## src/rtl/dial_pkg.sv

```systemverilog
package dial_pkg;
   typedef enum logic {
      TURN_LEFT  = 1'b0,
      TURN_RIGHT = 1'b1
   } turn_e;
endpackage

```

## src/rtl/dial_click_counter.sv

```systemverilog
module dial_click_counter
   import dial_pkg::*;
#(
   parameter int CNT_W = 10
) (
   input  logic             clk,
   input  logic             rst,
   input  logic             load,
   input  logic             dir_in,
   input  logic [CNT_W-1:0] clicks_in,
   output logic             step,
   output turn_e            step_dir,
   output logic             done
);
   initial begin
      if (CNT_W < 1) $error("CNT_W must be at least 1");
   end

   logic [CNT_W-1:0] left_q;
   turn_e            dir_q;
   logic             pending_q;

   always_ff @(posedge clk) begin
      if (rst) begin
         left_q    <= '0;
         dir_q     <= TURN_LEFT;
         pending_q <= 1'b0;
      end else if (load) begin
         left_q    <= clicks_in;
         dir_q     <= turn_e'(dir_in);
         pending_q <= 1'b1;
      end else if (left_q != '0) begin
         left_q    <= left_q - 1'b1;
      end else if (pending_q) begin
         pending_q <= 1'b0;
      end
   end

   assign step     = (left_q != '0) && !load;
   assign step_dir = dir_q;
   assign done     = pending_q && (left_q == '0);


   done_once_chk: assert property (@(posedge clk) disable iff (rst)
      done |=> (!done || $past(load)));


   zero_click_done_chk: assert property (@(posedge clk) disable iff (rst)
      (load && clicks_in == '0) |=> done);


   reload_dir_chk: assert property (@(posedge clk) disable iff (rst)
      (load && clicks_in != '0) |=> (step_dir == turn_e'($past(dir_in))));
endmodule

```

## src/rtl/dial_position.sv

```systemverilog
module dial_position
   import dial_pkg::*;
#(
   parameter int POS_W     = 7,
   parameter int POSITIONS = 100,
   parameter int START_POS = 50
) (
   input  logic             clk,
   input  logic             rst,
   input  logic             step,
   input  turn_e            step_dir,
   output logic [POS_W-1:0] pos
);
   localparam logic [POS_W-1:0] LAST  = POS_W'(POSITIONS - 1);
   localparam logic [POS_W-1:0] START = POS_W'(START_POS);

   initial begin
      if (POSITIONS < 2 || POSITIONS > (1 << POS_W))
         $error("POSITIONS does not fit POS_W");
      if (START_POS < 0 || START_POS >= POSITIONS)
         $error("START_POS out of range");
   end

   logic [POS_W-1:0] pos_q;
   logic [POS_W-1:0] up_v;
   logic [POS_W-1:0] dn_v;

   generate
      if (POSITIONS == (1 << POS_W)) begin : g_pow2
         assign up_v = pos_q + 1'b1;
         assign dn_v = pos_q - 1'b1;
      end else begin : g_mod
         assign up_v = (pos_q == LAST) ? '0 : pos_q + 1'b1;
         assign dn_v = (pos_q == '0) ? LAST : pos_q - 1'b1;
      end
   endgenerate

   always_ff @(posedge clk) begin
      if (rst)       pos_q <= START;
      else if (step) pos_q <= (step_dir == TURN_RIGHT) ? up_v : dn_v;
   end

   assign pos = pos_q;


   pos_range_chk: assert property (@(posedge clk) disable iff (rst)
      pos_q <= LAST);


   step_moves_chk: assert property (@(posedge clk) disable iff (rst)
      step |=> (pos_q != $past(pos_q)));


   idle_holds_chk: assert property (@(posedge clk) disable iff (rst)
      !step |=> $stable(pos_q));
endmodule

```

## src/rtl/dial_zero_tally.sv

```systemverilog
module dial_zero_tally #(
   parameter int POS_W   = 7,
   parameter int TALLY_W = 11
) (
   input  logic               clk,
   input  logic               rst,
   input  logic               done,
   input  logic [POS_W-1:0]   pos,
   output logic [TALLY_W-1:0] tally
);
   initial begin
      if (TALLY_W < 1) $error("TALLY_W must be at least 1");
   end

   logic [TALLY_W-1:0] tally_q;

   always_ff @(posedge clk) begin
      if (rst)                          tally_q <= '0;
      else if (done && pos == '0)       tally_q <= tally_q + 1'b1;
   end

   assign tally = tally_q;


   tally_cause_chk: assert property (@(posedge clk) disable iff (rst)
      (tally_q != $past(tally_q)) |-> ($past(done) && $past(pos) == '0));


   tally_unit_chk: assert property (@(posedge clk) disable iff (rst)
      (tally_q != $past(tally_q)) |-> (tally_q == $past(tally_q) + 1'b1));
endmodule

```

## src/rtl/rotary_dial_zero_counter.sv

```systemverilog
module rotary_dial_zero_counter
   import dial_pkg::*;
#(
   parameter int CNT_W     = 10,
   parameter int POS_W     = 7,
   parameter int TALLY_W   = 11,
   parameter int POSITIONS = 100,
   parameter int START_POS = 50
) (
   input  logic               clk,
   input  logic               rst,
   input  logic               in_valid,
   input  logic               in_dir,
   input  logic [CNT_W-1:0]   in_clicks,
   output logic [POS_W-1:0]   dial_pos,
   output logic [TALLY_W-1:0] zero_count
);
   logic  step;
   turn_e step_dir;
   logic  done;

   dial_click_counter #(.CNT_W(CNT_W)) u_clicks (
      .clk(clk), .rst(rst), .load(in_valid), .dir_in(in_dir),
      .clicks_in(in_clicks), .step(step), .step_dir(step_dir), .done(done)
   );

   dial_position #(.POS_W(POS_W), .POSITIONS(POSITIONS), .START_POS(START_POS)) u_pos (
      .clk(clk), .rst(rst), .step(step), .step_dir(step_dir), .pos(dial_pos)
   );

   dial_zero_tally #(.POS_W(POS_W), .TALLY_W(TALLY_W)) u_tally (
      .clk(clk), .rst(rst), .done(done), .pos(dial_pos), .tally(zero_count)
   );


   capture_holds_chk: assert property (@(posedge clk) disable iff (rst)
      in_valid |=> $stable(dial_pos));
endmodule

```

## config.mk

```make
export PLATFORM = sky130hd
export DESIGN_NAME = rotary_dial_zero_counter
export DESIGN_NICKNAME = d
export VERILOG_FILES = /design/src/rtl/dial_pkg.sv /design/src/rtl/dial_click_counter.sv /design/src/rtl/dial_position.sv /design/src/rtl/dial_zero_tally.sv /design/src/rtl/rotary_dial_zero_counter.sv
export SDC_FILE = /design/constraint.sdc
export NUM_CORES = 1
export LEC_CHECK = 0
export ABC_AREA = 1
export BUFFER_PORTS_ARGS = -buffer_cell sky130_fd_sc_hd__clkbuf_2
export CAP_MARGIN = 20
export CORE_MARGIN = 5
export CORE_UTILIZATION = 46
export CTS_CLUSTER_DIAMETER = 100
export CTS_CLUSTER_SIZE = 40
export DETAILED_ROUTE_END_ITERATION = 16
export HOLD_SLACK_MARGIN = 0.12
export PLACE_DENSITY = 0.78
export SKIP_CTS_REPAIR_TIMING = 1
export SYNTH_ARGS = -nofsm -noshare
export SYNTH_HDL_FRONTEND = slang
export SYNTH_HIERARCHICAL = 1
export SYNTH_SLANG_ARGS = --single-unit
```

## constraint.sdc

```tcl
create_clock -name clk -period 2.3 [get_ports clk]
set_input_delay 0.575 -clock clk [delete_from_list [all_inputs] [get_ports clk]]
set_output_delay 0.575 -clock clk [all_outputs]
set_load 0.01 [all_outputs]
```

==> metrics.csv <==
metric,value,unit
vias in the first global route,1708,
CTS Buffer Depth,2,
Slew @ Worst Pin,421,ps
Final Cell Area,0.00226,sq mm
clk slew on worst S/H paths,60,ps
Final WS setup,321,ps
reg-to-reg startpoint,u_clicks/left_q[0],
# nets final,359,
Max VDD drop,0.304,mV
vias per std cell,5.06,
Slew Limit Headroom,71.9,%
Sequential Power Share,45.1,%
dpl cell area,0.00218,sq mm
routed vias,1983,
Die Ht,75.8,um
largest fanout on the critical path,17,
Mapped Area,0.00199,sq mm
Critical-path top delay cell,dfxtp_1,
Final Critical Period,1980,ps
DP HPWL,3.37,mm
Top delay family on crit path,simple AND/OR/NAND/NOR gates,
synth-to-layout area growth,13.5,%
CP most frequent cell,inv_1,
Leakage,1.06,nW
initial DRC count,84,
Power Internal,897,uW
Mapped Nets,325,
htree depth,2,
Setup Skew,8.54,ps
Boundary Pins,32,
"slowest stage delay, CP",320,ps
Pwr Density,604,mW/mm^2
Avg WL per Cell,11.4,um
Synth cell types,34,
Gate power share,25.6,%
critical path required time,2520,ps
crit start category,flop,
maxcap violations,0,
Final setup viols,0,
"leading cell type in the layout, fill and taps excluded",nand2_1,
Residual DRC,0,
Sink Count,30,
Clock power frac,29.2,%
Worst Hold Launch,u_tally/tally[8],
Syn Inst Count,306,
routed wire length,4.46,mm
Mapped Avg Cell Area,6.51,sq um
final hold violations,0,
First-pass DRT Iterations,4,
"Seq/Total Area, Yosys",30.2,%
CTS tree,built,
Fin Setup TNS,0,ps
Die Wd,75.8,um
share of layout cells above drive strength 1,20.9,%
"worst slack, placed",324,ps
core area,0.00426,sq mm
critical path class,flop to flop,
DIE AREA,0.00574,sq mm
CP endpoint kind,flop,
final number of max-transition violations,0,
Overflow after GRT,0,
row count,24,
Hold Path Class,flop to flop,
Final Util,53.0,%
pin count of the biggest net entering global routing,19,
clk root buf,clkbuf_8,
Yosys warnings,6,
most frequent cells in the layout,"nand2_1, nor2_1, inv_1",
status,"finished, final reports clean",
switch share,34.3,%
synthesized flop and latch total,30,
# port buffers,31,
Highest Clock Rate,505,MHz
RePlAce Congestion,0.922,
Starting Density,46.7,%
Buf/Inv on CP,3,
Antenna diodes,0,
first-pass GRT wire length,7.57,mm
CP Launch Point,u_clicks/left_q[0],
Final period util,86.1,%
WP data arrival,2200,ps
crit-path cells,"inv_1, ha_1, nand2_4, nor2_8, and3_2, inv_1, nor2_2, nand2_2, nor2_4, nand3_1, nand2_1, inv_1, nor2_1",
Post-DRT Antenna Nets,0,
total CTS buffers,5,
NetSw,469,uW
initial antenna violation count,0,
RSZ-0062 raised after global routing,no,
All-Layer GR Usage,17.0,%
Skew-Pair Late Insertion Delay,280,ps
-- cells by family after synthesis --
group / count (synthesis) / synth area share (%)
flops: 30 / 30.2
simple gates: 183 / 43.6
compound gates: 41 / 11.6
xor+xnor: 5 / 2.20
buf+inv: 42 / 9.24
fa+ha+maj: 5 / 3.14
-- state kept, by name (all words and copies together) (netlist names) --
register	cells
u_tally/tally	11
u_clicks/left_q	10
u_pos/pos	7
u_clicks/pending_q	1
u_clicks/step_dir	1
-- area by class of cell --
type                       count  area, sq um
tap                           52         65.1
clock buffer                   5         68.8
multi-input combinational    234         1210
clock inverter                 2         10.0
sequential                    30          601
inverter                      35          131
timing repair buffer          34          178
fill                         446         2000
-- per-stage QoR --
| stage | total power, mW | std cells | hold slack, ps |
|---|---|---|---|
| 6_report | 1.37 | 392 | 467 |
| 3_5_place_dp | 0.976 | 385 | 464 |
| 4_1_cts | 1.38 | 392 | 473 |
| 3_3_place_gp | 0.968 | 385 | 460 |
| 2_1_floorplan | 0.892 | 306 | 445 |
| 5_1_grt | 1.47 | 392 | 506 |
-- worst reg2reg max path: stages (launching register included) --
cell,delay (ps)
dfxtp_1,320
inv_1,70
ha_1,240
nand2_4,100
nor2_8,160
and3_2,190
inv_1,40
nor2_2,100
nand2_2,70
nor2_4,300
nand3_1,130
nand2_1,90
inv_1,40
nor2_1,80
-- synth_stat cells (all sizes together) --
cell type / instances / share of area, %
nor3b: 1 / 0.38
xnor2: 2 / 0.88
inv: 35 / 6.6
o211ai: 2 / 0.75
nand3: 26 / 7.7
buf: 7 / 2.6
o21a: 1 / 0.38
nand2: 88 / 18
o21ai: 15 / 3.8
nor3: 4 / 1.8
nand4: 5 / 1.6
a21oi: 23 / 6.7
dfxtp: 30 / 30
or2: 1 / 0.31
ha: 5 / 3.1
nand3b: 1 / 0.38
nor2: 56 / 13
xor2: 3 / 1.3
and3: 1 / 0.38
-- worst paths after layout --
path | cells after the start | endpoint | slack, ps
worst max-delay path | 13 | u_tally/tally[10] | 320
worst max register to register | 13 | u_tally/tally[10] | 320
worst min register to register | 2 | u_tally/tally[8] | 470
worst min-delay path | 2 | u_tally/tally[8] | 470
-- per-layer routing --
layer / part of all wire [%] / wire (um) / track usage, % / up-vias
li1: - / - / - / 1045
met1: 46 / 2050 / 21.6 / 883
met2: 48 / 2140 / 27.9 / 49
met3: 4.5 / 200 / 3.83 / 6
met4: 1.6 / 70 / 6.60 / 0
met5: 0 / 0 / 0 / -
-- power by group through the flow --
stage                     sequential, mW  combinational (mW)  clock, mW
after floorplan                    0.609               0.284          0
after global placement             0.625               0.342          0
after detailed placement           0.627               0.349          0
after CTS                          0.615               0.352      0.412
after global routing               0.623               0.399      0.443
final                              0.617               0.350      0.399
No activity file was read; power rests on OpenSTA's default activity.
